===== config.mk =====
export PLATFORM = sky130hd
export DESIGN_NAME = irq_gather
export DESIGN_NICKNAME = d
export VERILOG_FILES = /design/src/rtl/irqg_pkg.sv /design/src/rtl/irqg_sync.sv /design/src/rtl/irqg_status.sv /design/src/rtl/irqg_regfile.sv /design/src/rtl/irqg_core_out.sv /design/src/rtl/irq_gather.sv
export SDC_FILE = /design/constraint.sdc
export NUM_CORES = 1
export LEC_CHECK = 0
export CORE_ASPECT_RATIO = 1.4
export CORE_MARGIN = 2
export CORE_UTILIZATION = 45
export DETAILED_ROUTE_END_ITERATION = 16
export DONT_BUFFER_PORTS = 1
export PLACE_DENSITY = 0.63
export RECOVER_POWER = 50
export SKIP_LAST_GASP = 1
export SLEW_MARGIN = 20
export SYNTH_ARGS = -nofsm -noshare
export SYNTH_HDL_FRONTEND = slang
export SYNTH_SLANG_ARGS = --single-unit

===== constraint.sdc =====
create_clock -name clk -period 2.7 [get_ports clk]
set_clock_uncertainty 0.1 [all_clocks]
set_input_delay 0.135 -clock clk [delete_from_list [all_inputs] [get_ports clk]]
set_output_delay 0.135 -clock clk [all_outputs]
set_load 0.03 [all_outputs]

===== src/rtl/irqg_pkg.sv =====
package irqg_pkg;

    localparam int unsigned DATA_W      = 32;
    localparam int unsigned ADDR_W      = 2;
    localparam int unsigned FIXED_LINES = 2;   // lines that ignore the mask

    typedef enum logic [ADDR_W-1:0] {
        RA_MASK = 2'd0,
        RA_PRIO = 2'd1,
        RA_STAT = 2'd2,
        RA_PRES = 2'd3
    } reg_addr_e;

    typedef struct packed {
        logic              sel;
        logic              we;
        reg_addr_e         addr;
        logic [DATA_W-1:0] wdata;
    } bus_req_t;

    typedef struct packed {
        logic irq;
        logic wake;
    } core_out_t;

    // Mask as seen by the interrupt decision: the lowest lines always pass.
    function automatic logic [DATA_W-1:0] eff_mask(input logic [DATA_W-1:0] m);
        logic [DATA_W-1:0] fixed;
        fixed = '0;
        for (int i = 0; i < int'(FIXED_LINES); i++) fixed[i] = 1'b1;
        return m | fixed;
    endfunction

    function automatic logic is_write(input bus_req_t r, input reg_addr_e a);
        return r.sel && r.we && (r.addr == a);
    endfunction

endpackage


===== src/rtl/irqg_sync.sv =====
module irqg_sync #(
    parameter int unsigned W      = 32,
    parameter int unsigned STAGES = 2
) (
    input  logic         clk,
    input  logic         rst,
    input  logic [W-1:0] lines_i,
    output logic [W-1:0] sync_o,
    output logic [W-1:0] rise_o
);
    logic [W-1:0] stage_q [STAGES];
    logic [W-1:0] prev_q;

    for (genvar g = 0; g < int'(STAGES); g++) begin : g_stage
        if (g == 0) begin : g_first
            always_ff @(posedge clk) begin
                if (rst) stage_q[g] <= '0;
                else     stage_q[g] <= lines_i;
            end
        end else begin : g_next
            always_ff @(posedge clk) begin
                if (rst) stage_q[g] <= '0;
                else     stage_q[g] <= stage_q[g-1];
            end
        end
    end

    always_ff @(posedge clk) begin
        if (rst) prev_q <= '0;
        else     prev_q <= stage_q[STAGES-1];
    end

    assign sync_o = stage_q[STAGES-1];
    assign rise_o = stage_q[STAGES-1] & ~prev_q;
endmodule


===== src/rtl/irqg_status.sv =====
module irqg_status
    import irqg_pkg::*;
(
    input  logic              clk,
    input  logic              rst,
    input  logic              enable_i,
    input  logic              sticky_i,
    input  bus_req_t          req_i,
    input  logic [DATA_W-1:0] sync_i,
    input  logic [DATA_W-1:0] rise_i,
    output logic [DATA_W-1:0] status_o
);
    logic [DATA_W-1:0] status_q;
    logic [DATA_W-1:0] status_nxt;
    logic [DATA_W-1:0] ack;

    assign ack = is_write(req_i, RA_STAT) ? req_i.wdata : '0;

    always_comb begin
        status_nxt = status_q & ~ack;
        if (enable_i) begin
            if (!sticky_i) status_nxt = status_nxt & sync_i;
            status_nxt = status_nxt | rise_i;   // a new request beats the ack
        end
    end

    always_ff @(posedge clk) begin
        if (rst) status_q <= '0;
        else     status_q <= status_nxt;
    end

    assign status_o = status_q;
endmodule


===== src/rtl/irqg_regfile.sv =====
module irqg_regfile
    import irqg_pkg::*;
(
    input  logic              clk,
    input  logic              rst,
    input  bus_req_t          req_i,
    input  logic              enable_i,
    input  logic [DATA_W-1:0] status_i,
    output logic [DATA_W-1:0] mask_o,
    output logic [DATA_W-1:0] rdata_o
);
    logic [DATA_W-1:0] mask_q;
    logic [DATA_W-1:0] prio_q;
    logic [DATA_W-1:0] rdata_q;
    logic [DATA_W-1:0] rd_mux;

    always_ff @(posedge clk) begin
        if (rst) begin
            mask_q <= '0;
            prio_q <= '0;
        end else begin
            if (is_write(req_i, RA_MASK)) mask_q <= req_i.wdata;
            if (is_write(req_i, RA_PRIO)) prio_q <= req_i.wdata;
        end
    end

    always_comb begin
        unique case (req_i.addr)
            RA_MASK: rd_mux = mask_q;
            RA_PRIO: rd_mux = prio_q;
            RA_STAT: rd_mux = status_i;
            RA_PRES: rd_mux = {{(DATA_W-1){1'b0}}, enable_i};
            default: rd_mux = '0;
        endcase
    end

    always_ff @(posedge clk) begin
        if (rst)                          rdata_q <= '0;
        else if (req_i.sel && !req_i.we)  rdata_q <= rd_mux;
    end

    assign mask_o  = mask_q;
    assign rdata_o = rdata_q;
endmodule


===== src/rtl/irqg_core_out.sv =====
module irqg_core_out
    import irqg_pkg::*;
(
    input  logic              clk,
    input  logic              rst,
    input  logic              enable_i,
    input  logic              gie_i,
    input  logic [DATA_W-1:0] status_i,
    input  logic [DATA_W-1:0] mask_i,
    input  logic [DATA_W-1:0] sync_i,
    input  logic [DATA_W-1:0] rise_i,
    output core_out_t         out_o
);
    core_out_t out_q;
    core_out_t out_nxt;

    always_comb begin
        out_nxt.wake = |rise_i;
        if (enable_i) out_nxt.irq = gie_i && (|(status_i & eff_mask(mask_i)));
        else          out_nxt.irq = gie_i && (|sync_i);
    end

    always_ff @(posedge clk) begin
        if (rst) out_q <= '0;
        else     out_q <= out_nxt;
    end

    assign out_o = out_q;
endmodule


===== src/rtl/irq_gather.sv =====
module irq_gather
    import irqg_pkg::*;
#(
    parameter int unsigned N_LINES     = 32,
    parameter int unsigned SYNC_STAGES = 2
) (
    input  logic               clk,
    input  logic               rst,
    input  logic [N_LINES-1:0] irq_lines_i,
    input  logic               gie_i,
    input  logic               cfg_enable_i,
    input  logic               cfg_sticky_i,
    input  logic               bus_sel_i,
    input  logic               bus_we_i,
    input  logic [1:0]         bus_addr_i,
    input  logic [31:0]        bus_wdata_i,
    output logic [31:0]        bus_rdata_o,
    output logic               core_irq_o,
    output logic               wake_o
);
    bus_req_t          req;
    logic [DATA_W-1:0] lines_w;
    logic [DATA_W-1:0] sync_w;
    logic [DATA_W-1:0] rise_w;
    logic [DATA_W-1:0] status_w;
    logic [DATA_W-1:0] mask_w;
    core_out_t         out_w;

    assign req.sel   = bus_sel_i;
    assign req.we    = bus_we_i;
    assign req.addr  = reg_addr_e'(bus_addr_i);
    assign req.wdata = bus_wdata_i;

    if (N_LINES < DATA_W) begin : g_pad
        assign lines_w = {{(DATA_W-N_LINES){1'b0}}, irq_lines_i};
    end else begin : g_full
        assign lines_w = irq_lines_i;
    end

    irqg_sync #(.W(DATA_W), .STAGES(SYNC_STAGES)) u_sync (
        .clk(clk), .rst(rst), .lines_i(lines_w), .sync_o(sync_w), .rise_o(rise_w)
    );

    irqg_status u_status (
        .clk(clk), .rst(rst), .enable_i(cfg_enable_i), .sticky_i(cfg_sticky_i),
        .req_i(req), .sync_i(sync_w), .rise_i(rise_w), .status_o(status_w)
    );

    irqg_regfile u_regs (
        .clk(clk), .rst(rst), .req_i(req), .enable_i(cfg_enable_i),
        .status_i(status_w), .mask_o(mask_w), .rdata_o(bus_rdata_o)
    );

    irqg_core_out u_out (
        .clk(clk), .rst(rst), .enable_i(cfg_enable_i), .gie_i(gie_i),
        .status_i(status_w), .mask_i(mask_w), .sync_i(sync_w), .rise_i(rise_w),
        .out_o(out_w)
    );

    assign core_irq_o = out_w.irq;
    assign wake_o     = out_w.wake;
endmodule


# After elaboration in Yosys (flattened, before gate mapping)

Memories as Yosys holds them, arrays and structs flattened.
Cells that the tools add are included.

Flip-flop bits (word level): 162
RAM bits: 64
Bits of input ports: 73
Word-level logic and storage cells: 43
Memories kept: 1

Equality and inequality tests: 3
Multiplexer cells: 11
Bitwise gates (word level): 9
Reduce and logical (&&, ||, !) cells: 12

Memory list:

| name           | depth | bits a word | read ports | clocked after Yosys merged registers in | wr ports | line            | RTL |
|---|---|---|---|---|---|---|---|
| u_sync.stage_q | 2     | 32          | 2          | 0                                       | 2        | irqg_sync.sv:11 | `logic [W-1:0] stage_q [STAGES];` |

Operator list:

| kind                                                            | number |
|---|---|
| 32-bit 2-to-1 mux                                               | 6 |
| 32-bit bitwise AND                                              | 4 |
| 32-bit case mux with 4 select lines                             | 1 |
| 32-bit OR reduction                                             | 3 |
| 32-bit inverter                                                 | 2 |
| 32-bit OR                                                       | 1 |
| 1-bit logical AND                                               | 7 |
| 2-bit == test, second input constant                            | 2 |
| 1-bit 2-to-1 mux                                                | 4 |
| 2-bit by 1-bit == test with 1-bit output, second input constant | 1 |
| 2-bit zero test                                                 | 1 |
| 1-bit OR                                                        | 2 |
| 1-bit zero test                                                 | 1 |

# Depth between registers and ports, before layout

Gate-level depths: netlist of run 1.

Word-level depth: 10
Depth in mapped cells: 6

# Cells and area by module

Synthesis of run 1 repeated with hierarchy kept, for this count alone.

Cells, all modules: 922
Area, all modules: 9,042.4 um^2

Modules (own cells, without submodules):

| module        | instances | cells an instance | area an instance (um^2) |
|---|---|---|---|
| irqg_regfile  | 1         | 465               | 4,110.2 |
| irqg_sync     | 1         | 234               | 2,800.2 |
| irqg_status   | 1         | 175               | 1,790.5 |
| irqg_core_out | 1         | 48                | 341.6 |

# Worst setup path after synthesis of run 1

OpenSTA, ideal clock, no wires.

Kind: input to register
From: input bus_addr_i[1]
To: register u_regs.mask_q[10] (netlist: u_regs.mask_o[10])
Library setup time: 0.132 ns
Arrival time: 0.988 ns
Required time: 2.468 ns
Slack: 1.480 ns
Stages on the path: 6
Buffers on the path: 3
Cell sequence: buf_6 or3_1 buf_6 buf_6 nand2_1 a21oi_1

Cells in the longest elaborated chain, start to end: 2

Ends and longest elaborated chain:

| what                 | line               | RTL |
|---|---|---|
| from (decl)          | irq_gather.sv:15   | `input logic [1:0] bus_addr_i,` |
| 2-bit zero test      | irqg_pkg.sv:35     | `return r.sel && r.we && (r.addr == a);` |
| 1-bit logical AND    | irqg_pkg.sv:35     |  |
| to (signal assigned) | irqg_regfile.sv:22 | `if (is_write(req_i, RA_MASK)) mask_q <= req_i.wdata;` |
| to (decl)            | irqg_regfile.sv:12 | `logic [DATA_W-1:0] mask_q;` |

No other way between the ends.
A chain may end at the register's enable or synchronous reset.

# Final worst setup path of run 1

From: input bus_addr_i[0]
To: register u_regs.rdata_q[23] (netlist: u_regs.rdata_o[23])

Cells in the longest elaborated chain, start to end: 2
Elaborated cells on any way between the ends: 5
Classes of those cells: eq/ne (3); mux (1); reduce/logical (1)

Ends and longest elaborated chain:

| what                                  | line               | RTL |
|---|---|---|
| 2-bit == test (tied with other cells) | irqg_regfile.sv:28 | `unique case (req_i.addr)` |
| 32-bit case mux with 4 select lines * | irqg_regfile.sv:28 |  |
| to (signal assigned)                  | irqg_regfile.sv:39 | `else if (req_i.sel && !req_i.we) rdata_q <= rd_mux;` |
| to (decl)                             | irqg_regfile.sv:14 | `logic [DATA_W-1:0] rdata_q;` |

Mark *: on every way between the ends. The rest lies on a longest branch, timed or not.

==> results of run 1 <==
==> power by group <==
| part | total, mW | switching [mW] | internal [mW] |
|---|---|---|---|
| Combinational | 0.474 | 0.236 | 0.238 |
| Clock | 2.97 | 1.26 | 1.70 |
| Sequential | 3.60 | 0.144 | 3.46 |
==> cells by family (layout without fill, tap and decap cells) <==
kind of cell / count (synthesis) / after routing / synth area share (%)
other: 0 / 1 / 0
AND/OR/NAND/NOR: 405 / 405 / 23.5
multiplexers: 33 / 33 / 4.01
AO/OA/AOI/OAI: 213 / 213 / 14.9
buffers and inverters: 79 / 194 / 4.60
flip-flops: 226 / 226 / 53.0
==> layout by cell type, fill, tap and decap left out, types with 11 or more instances in the layout <==
cell and count:
dfxtp_1 226, nor2b_1 87, nand3b_1 30, a21oi_1 127, nor4_1 11, nor2_1 76, nand2_1 163, inv_1 12
nand2b_1 19, dlygate4sd3_1 130, o211ai_1 32, clkbuf_16 23, a22oi_1 15, mux2i_1 32, a211oi_1 31
==> stage by stage <==
stage                     setup slack, ns  util (%)  power, mW  instances  hold WS, ns
after CTS                           0.928      57.3       7.11       1315      0.00128
after global routing                0.774      57.1       7.33       1316       0.0361
after global placement               1.11      46.1       3.94       1142        0.119
after detailed placement             1.09      46.1       3.95       1142        0.121
final                               0.892      57.1       7.04       1316       0.0116
after floorplan                      1.48         -       3.94        956        0.163
==> critical path, stage by stage <==
cell and delay [ns]:
buf_12 0.15, nor2b_1 0.63, clkbuf_1 0.56, buf_4 0.30
a21oi_1 0.09, a211oi_1 0.23
==> routing by layer <==
| metal | wire length (um) | share of wire, % | up-vias |
|---|---|---|---|
| met2 | 11300 | 48 | 241 |
| met5 | 0 | 0 | - |
| met4 | 886 | 3.8 | 0 |
| li1 | - | - | 3450 |
| met3 | 1300 | 5.5 | 55 |
| met1 | 9880 | 42 | 3296 |
==> worst max-delay path by stage <==
stage / endpoint / slack [ns] / cells past startpoint
final: u_regs.rdata_o[23] / 0.89 / 6
after global routing: u_regs.rdata_o[12] / 0.77 / 6
after CTS: u_regs.mask_o[10] / 0.93 / 6
after floorplan: u_regs.mask_o[10] / 1.48 / 6
after detailed placement: u_out.out_o[1] / 1.09 / 4
after global placement: u_out.out_o[1] / 1.11 / 4
==> sequential cells by signal (all words and copies together) (netlist names) <==
name               cells
u_sync.stage_q        64
u_regs.mask_o         32
u_regs.prio_q         32
u_regs.rdata_o        32
u_status.status_o     32
u_sync.prev_q         32
u_out.out_o            2
==> final cells by class <==
cell class | instances | area, sq um
clock inverter | 6 | 37.5
antenna | 1 | 2.50
inverter | 12 | 45.0
timing repair buffer | 142 | 1430
tap | 244 | 305
multi-input combinational | 651 | 3620
clock buffer | 34 | 667
fill | 1744 | 7970
sequential | 226 | 4520
==> what timing repair did <==
action | 4_1_cts | 5_1_grt
endpoints found under the hold margin | 226 | 0
setup buffers | 0 | 0
hold buffers | 133 | 0
==> flow_summary.toml, run 1 <==
[yosys]
synth_seq_cells = 226
synthDistinctLibCells = 32
async_flop_share_pct = 0
syn_avg_cell_area_sq_um = 8.93
yosysTopAreaCellShare_pct = 53.0
yosysWarnings = 0
synth_area_leader_cell = "dfxtp_1"
yosysSeqAreaShare_pct = 53.0
yosys-top-cells-count = "226 x dfxtp_1, 162 x nand2_1, 127 x a21oi_1"
synthFlopType = "dfxtp_1"
synth_edf_count = 0
netlist_area_sq_um = 8540
synth_nets = 1029
ys_top_cells_by_area = "dfxtp_1 53%, a21oi_1 7.4%, nand2_1 7.1%"
netlist_instances = 956
yosysMostFrequentCell = "dfxtp_1"

[place]
dpl_cell_area_sq_um = 8580
dpl.hpwl_um = 14400
port_buffers = 0
routabilityCongestion = 0.869

[cts]
clk_path_buf_depth = 3
cts-root-buf = "clkbuf_16"
path_clk_slew_ns = 0.06
clock_latency_ns = 0.50
htreeDepth = 1
cts_tree = "yes"
cts_sinks = 226
cts_resized = 0
cts_buffers = 22

[setup_path]
reg2reg_setup_slack_ns = 1.09
start_kind = "input pin"
worstPathArrival_ns = 2.12
r2r_end = "u_out.out_o[1]"
startpoint = "bus_addr_i[0]"
rr_startpoint = "u_sync.stage_q[1][28]"
cp.required_ns = 3.01
crit_path_end_kind = "flip-flop"
reg2reg_depth = 4
critPathKind = "in2reg"
worst-path-max-fanout = 22

[global_routing]
grt_use_total_pct = 23.1
antenna_found_initial = 1
grt_util_met1_pct = 29.6
globalRouteOverflowTotal = 0
grt_pass1_wl_um = 36800
met2_usage_pct = 38.8
use_met3_pct = 3.05
grt_pass1_vias = 6712
grt_start_max_net_pins = 139
top_usage_layer = "met2"

[layout]
areaGrowthSynthToFinish_pct = 24.5
nets = 1128
stdcell_area_sq_um = 10600
drive_above_1_share_pct = 4.39

[power_and_ir_drop]
powerDensity_nw_per_um2 = 662
static-leakage-power_nw = 3.92
max-vdd-ir-drop_mv = 0.622

[timing]
finalHoldViolations = 0
setup_violations = 0
slew_viol_final = 33
min_period_ns = 1.81
rsz0062_at_grt = "no"
tightest_slew_ns = 1.73
max-slew-margin-rel_pct = -15.4
fin_setup_tns_ns = 0
timing.fmax_mhz = 553
fin_crit_sh_pct = 66.9

[die]
core_area_sq_um = 18600
die_w_um = 120
rows = 59
start_util_pct = 45.9
num_io_pins = 107
die_area_sq_um = 20100
dieHeight_um = 167

[status]
violations = "capacitance limit, slew limit"
outcome = "finished with violations"

[detailed_routing]
drt_iter0_drc = 551
detail-route-antenna-nets = 0
wl_um = 23400
first_pass_iters = 5
routedWlPerCell_um = 17.8
drt-vias-per-instance = 5.35
drc_errors = 0
vias = 7042

[run]
maxCapViolations = 1

[worst_hold_path]
hp-class = "in2reg"
hold_start = "bus_addr_i[0]"
hold_path_end = "u_regs.rdata_o[11]"
hold_depth = 4
Power figures use the tool's default switching activity.
==> inputs of run 2 (changes only) <==
- clock period: 2.7 -> 1.75 ns (I/O delays scaled with it)
==> run 2 against run 1 <==
  * The flow now finishes without violations
  * Utilization grew 3.3 points
  * Sequential power grew 54%
  * Global-route usage grew 1.6 points
  * Hold slack gained 0.0045 ns
  * Critical path type is now reg2reg
  * Largest power group unchanged
  * Highest routed layer unchanged
==> flow_summary.toml, run 2 (synthesis gave the netlist of run 1 again) <==
[timing]
max-slew-margin-rel_pct = 52.4
fin_crit_sh_pct = 94.5
slew_viol_final = 0
min_period_ns = 1.65
tightest_slew_ns = 0.712
finalHoldViolations = 0
setup_slack_ns = 0.0971
timing.fmax_mhz = 605
rsz0062_at_grt = "no"
fin_setup_tns_ns = 0
setup_violations = 0

[global_routing]
grt_pass1_vias = 7083
antenna_found_initial = 0
globalRouteOverflowTotal = 0
grt_use_total_pct = 24.7
grt_start_max_net_pins = 145
grt_pass1_wl_um = 39200

[layout]
stdcell_area_sq_um = 11200
drive_above_1_share_pct = 5.00
layout_commonest_cell = "dfxtp_1"
areaGrowthSynthToFinish_pct = 31.7
mostFrequentLayoutCells = "226 x dfxtp_1, 176 x dlygate4sd3_1, 162 x nand2_1, 127 x a21oi_1, 86 x nor2b_1"
top_register = "u_sync.stage_q"
nFillCells = 1693
nets = 1178
num_antenna_cells = 0
largest_reg_flops = 64

[setup_path]
cp.required_ns = 2.04
crit_path_end_kind = "flip-flop"
path_cells = "mux2i_1, nor2_1, a21oi_1, a211oi_1, dlygate4sd3_1"
critPathBufInv = 1
cp_top_family = "buffers and inverters"
worstPathArrival_ns = 1.95
start_kind = "flip-flop"
critical-path-slowest-cell = "dlygate4sd3_1"
cpPeakStageDelay_ns = 0.57
worst-path-max-fanout = 3
critPathKind = "reg2reg"

[place]
dpl_cell_area_sq_um = 8640
dpl.hpwl_um = 14700
routabilityCongestion = 0.797
port_buffers = 0
pre_cts_ws_ns = 0.268

[die]
core_area_sq_um = 18600
start_util_pct = 45.9
num_io_pins = 107
dieHeight_um = 167
die_w_um = 120
rows = 59
die_area_sq_um = 20100

[detailed_routing]
drc_errors = 0
wl_um = 25100
vias = 7424
first_pass_iters = 5
drt_iter0_drc = 503
detail-route-antenna-nets = 0
routedWlPerCell_um = 18.4
drt-vias-per-instance = 5.44

[cts]
cts_sinks = 226
htreeDepth = 1
cts-root-buf = "clkbuf_16"
clock_latency_ns = 0.50
cts_tree = "yes"
clk_path_buf_depth = 3
cts_buffers = 22
path_clk_slew_ns = 0.07

[status]
outcome = "completed"

[worst_hold_path]
hp-class = "in2reg"

[run]
maxCapViolations = 0

[power_and_ir_drop]
max-vdd-ir-drop_mv = 0.628
powerDensity_nw_per_um2 = 1010
static-leakage-power_nw = 4.36
run 2: cell types whose count changed in the layout (fill, tap and decap cells not counted), sizes merged:
cell and change:
dlygate4sd3 +46, buf +4, bufinv +3, clkinvlp -2, clkbuf -1, clkinv -1, diode -1, dlymetal6s4s +1
run 2: layout make-up:
class                      count  area, sq um  area share (%)
sequential                   226         4520            40.2
multi-input combinational    651         3640            32.3
timing repair buffer         192         1950            17.4
clock buffer                  34          677            6.02
tap                          244          305            2.71
clock inverter                 6          108           0.957
inverter                      12         45.0           0.400
run 2: path summary, 6_finish.rpt:
check,cells after the start,to,from,slack (ns)
max,5,u_regs.rdata_o[5],u_regs.mask_o[5],0.1
min,5,u_regs.prio_q[16],bus_sel_i,0.02
max reg2reg,5,u_regs.rdata_o[5],u_regs.mask_o[5],0.1
min reg2reg,1,u_sync.stage_q[1][29],u_sync.stage_q[0][29],0.34
run 2: power breakdown:
part / switching [mW] / internal [mW]
clock network: 1.99 / 3.10
logic: 0.349 / 0.405
registers: 0.224 / 5.33
run 2: worst register-to-register path: stages, from the launching register on:
cell and delay (ns):
dfxtp_1 0.34, mux2i_1 0.14, nor2_1 0.05, a21oi_1 0.23, a211oi_1 0.12, dlygate4sd3_1 0.57
run 2: metrics by stage:
stage / hold slack [ns] / util [%] / cells / total power, mW
after floorplan: 0.116 / - / 956 / 6.07
after global placement: 0.0746 / 46.4 / 1145 / 6.10
after detailed placement: 0.0728 / 46.4 / 1145 / 6.10
after CTS: 0.00183 / 60.5 / 1365 / 11.5
after global routing: 0.0234 / 60.5 / 1365 / 11.8
final: 0.0161 / 60.5 / 1365 / 11.4
run 2: repair_timing:
action | 4_1_cts | 5_1_grt
hold buffers | 180 | 0
hold endpoints to repair | 226 | 0
gates resized for setup | 0 | 1
setup buffers | 0 | 0
endpoints found under the setup margin | 0 | 5
run 2: per-layer routing:
metal / track usage [%] / up-vias / routed length (um)
met4: 11.9 / 0 / 1140
met3: 4.18 / 57 / 1710
li1: - / 3570 / -
met1: 30.8 / 3507 / 10200
met2: 41.0 / 290 / 12100
met5: 0 / - / 0
==> inputs of run 3 (changes only) <==
- CTS_BUF_LIST: default -> sky130_fd_sc_hd__clkbuf_16
- clock period: 1.75 -> 1.83 ns (I/O delays scaled with it)
==> run 3 against run 2 <==
  * Sequential share of layout area up 0.92 points
  * Critical path depth shrank 1
  * Die area unchanged
  * Sequential cell count unchanged
  * Combinational power decreased by 5.3%
  * Largest cell class unchanged
  * Highest routed layer unchanged
==> flow_summary.toml, run 3 (synthesis gave the netlist of run 1 again) <==
[setup_path]
crit_path_end_kind = "flip-flop"
r2r_end = "u_regs.rdata_o[0]"
critPathKind = "reg2reg"
reg2reg_setup_slack_ns = 0.06
rr_startpoint = "u_status.status_o[0]"
start_kind = "flip-flop"
cp.required_ns = 2.12
worstPathArrival_ns = 2.05
worst-path-max-fanout = 3
reg2reg_depth = 4

[cts]
cts_resized = 0
htreeDepth = 1
post_cts_buffers = 0
clock_latency_ns = 0.50
cts-root-buf = "clkbuf_16"
cts_tree = "yes"
cts_sinks = 226
clk_path_buf_depth = 3
cts_buffers = 21
path_clk_slew_ns = 0.07

[die]
dieHeight_um = 167
die_w_um = 120
core_area_sq_um = 18600
die_area_sq_um = 20100
num_io_pins = 107
start_util_pct = 45.9
rows = 59

[detailed_routing]
drc_errors = 0
wl_um = 24700
drt_iter0_drc = 683
routedWlPerCell_um = 18.3
drt-vias-per-instance = 5.38
vias = 7275
first_pass_iters = 6
detail-route-antenna-nets = 0

[global_routing]
globalRouteOverflowTotal = 0
top_usage_layer = "met2"
use_met3_pct = 4.21
grt_start_max_net_pins = 142
grt_pass1_vias = 7017
grt_pass1_wl_um = 38800
antenna_found_initial = 0
grt_use_total_pct = 24.3
grt_util_met1_pct = 31.6
met2_usage_pct = 40.9

[timing]
fin_crit_sh_pct = 96.5
timing.fmax_mhz = 566
max-slew-margin-rel_pct = 58.0
tightest_slew_ns = 0.628
setup_slack_ns = 0.0646
setup_violations = 0
slew_viol_final = 0
min_period_ns = 1.77
finalHoldViolations = 0
rsz0062_at_grt = "no"
fin_setup_tns_ns = 0

[layout]
layout.cells.non_filler = 1353
num_antenna_cells = 0
nets = 1169
areaGrowthSynthToFinish_pct = 28.8
top_register = "u_sync.stage_q"
largest_reg_flops = 64
drive_above_1_share_pct = 4.15
stdcell_area_sq_um = 11000
layout_commonest_cell = "dfxtp_1"
mostFrequentLayoutCells = "226 x dfxtp_1, 171 x dlygate4sd3_1, 162 x nand2_1, 127 x a21oi_1, 87 x nor2b_1"

[place]
port_buffers = 0
dp_cells = 1143
dpl.hpwl_um = 14600
routabilityCongestion = 0.834
pre_cts_ws_ns = 0.255
dpl_cell_area_sq_um = 8610

[worst_hold_path]
hold_path_end = "u_regs.rdata_o[26]"
hold_depth = 4
hold_start = "bus_addr_i[1]"
hp-class = "in2reg"

[power_and_ir_drop]
static-leakage-power_nw = 4.23
max-vdd-ir-drop_mv = 0.701
powerDensity_nw_per_um2 = 917
p_total_mw = 10.1

[run]
maxCapViolations = 0

[status]
outcome = "completed"
-- run 3: cell types whose count changed in the layout (fill, tap and decap cells not counted), sizes merged --
cell,before,now
dlymetal6s4s,1,0
buf,14,13
clkinv,2,11
clkbuf,35,21
inv,12,15
dlygate4sd3,176,171
clkinvlp,1,0
bufinv,3,1
-- run 3: worst max path at each step --
stage | startpoint | end | slack (ns) | cells after the start
final | u_status.status_o[0] | u_regs.rdata_o[0] | 0.06 | 4
after global routing | u_status.status_o[0] | u_regs.rdata_o[0] | 0.04 | 4
after detailed placement | u_sync.stage_q[1][29] | u_out.out_o[1] | 0.26 | 4
after CTS | u_status.status_o[0] | u_regs.rdata_o[0] | 0.08 | 4
after floorplan | bus_addr_i[1] | u_regs.mask_o[10] | 0.65 | 6
after global placement | u_sync.stage_q[1][29] | u_out.out_o[1] | 0.28 | 4
-- run 3: cell type report --
class                   count  area [sq um]
clock buffers              21           526
clock inverters            15          90.1
fillers                  1687          7600
inverters                  12          45.0
multi-input cells         651          3630
flip-flops and latches    226          4520
well taps                 244           305
repair buffers            184          1880
-- run 3: critical path, cell delays in order (launching register included) --
cell and delay [ns]:
dfxtp_1 0.33, mux4_2 0.48, mux2i_1 0.14, nor2_1 0.05, dlygate4sd3_1 0.56
-- run 3: routing by layer --
layer / up-vias / part of all wire, %
met1: 3453 / 42
met3: 37 / 6.6
met5: - / 0
met2: 246 / 49
li1: 3539 / -
met4: 0 / 2.5
-- run 3: what timing repair did --
item / CTS / global route
endpoints found under the hold margin: 226 / 0
hold buffers: 174 / 0
endpoints found under the setup margin: 0 / 0
-- run 3: metrics by stage --
step / util, % / hold slack (ns)
after floorplan: - / 0.120
after global placement: 46.3 / 0.0791
after detailed placement: 46.3 / 0.0756
after CTS: 59.2 / 0.00116
after global routing: 59.1 / 0.0259
final: 59.1 / 0.00889
-- run 3: power by group --
group          internal [mW]  switching [mW]  leakage, nW  total, mW
combinational          0.386           0.328         2.06      0.714
clock                   2.22            1.85        0.320       4.07
sequential              5.10           0.212         1.85       5.31
total                   7.70            2.39         4.23       10.1
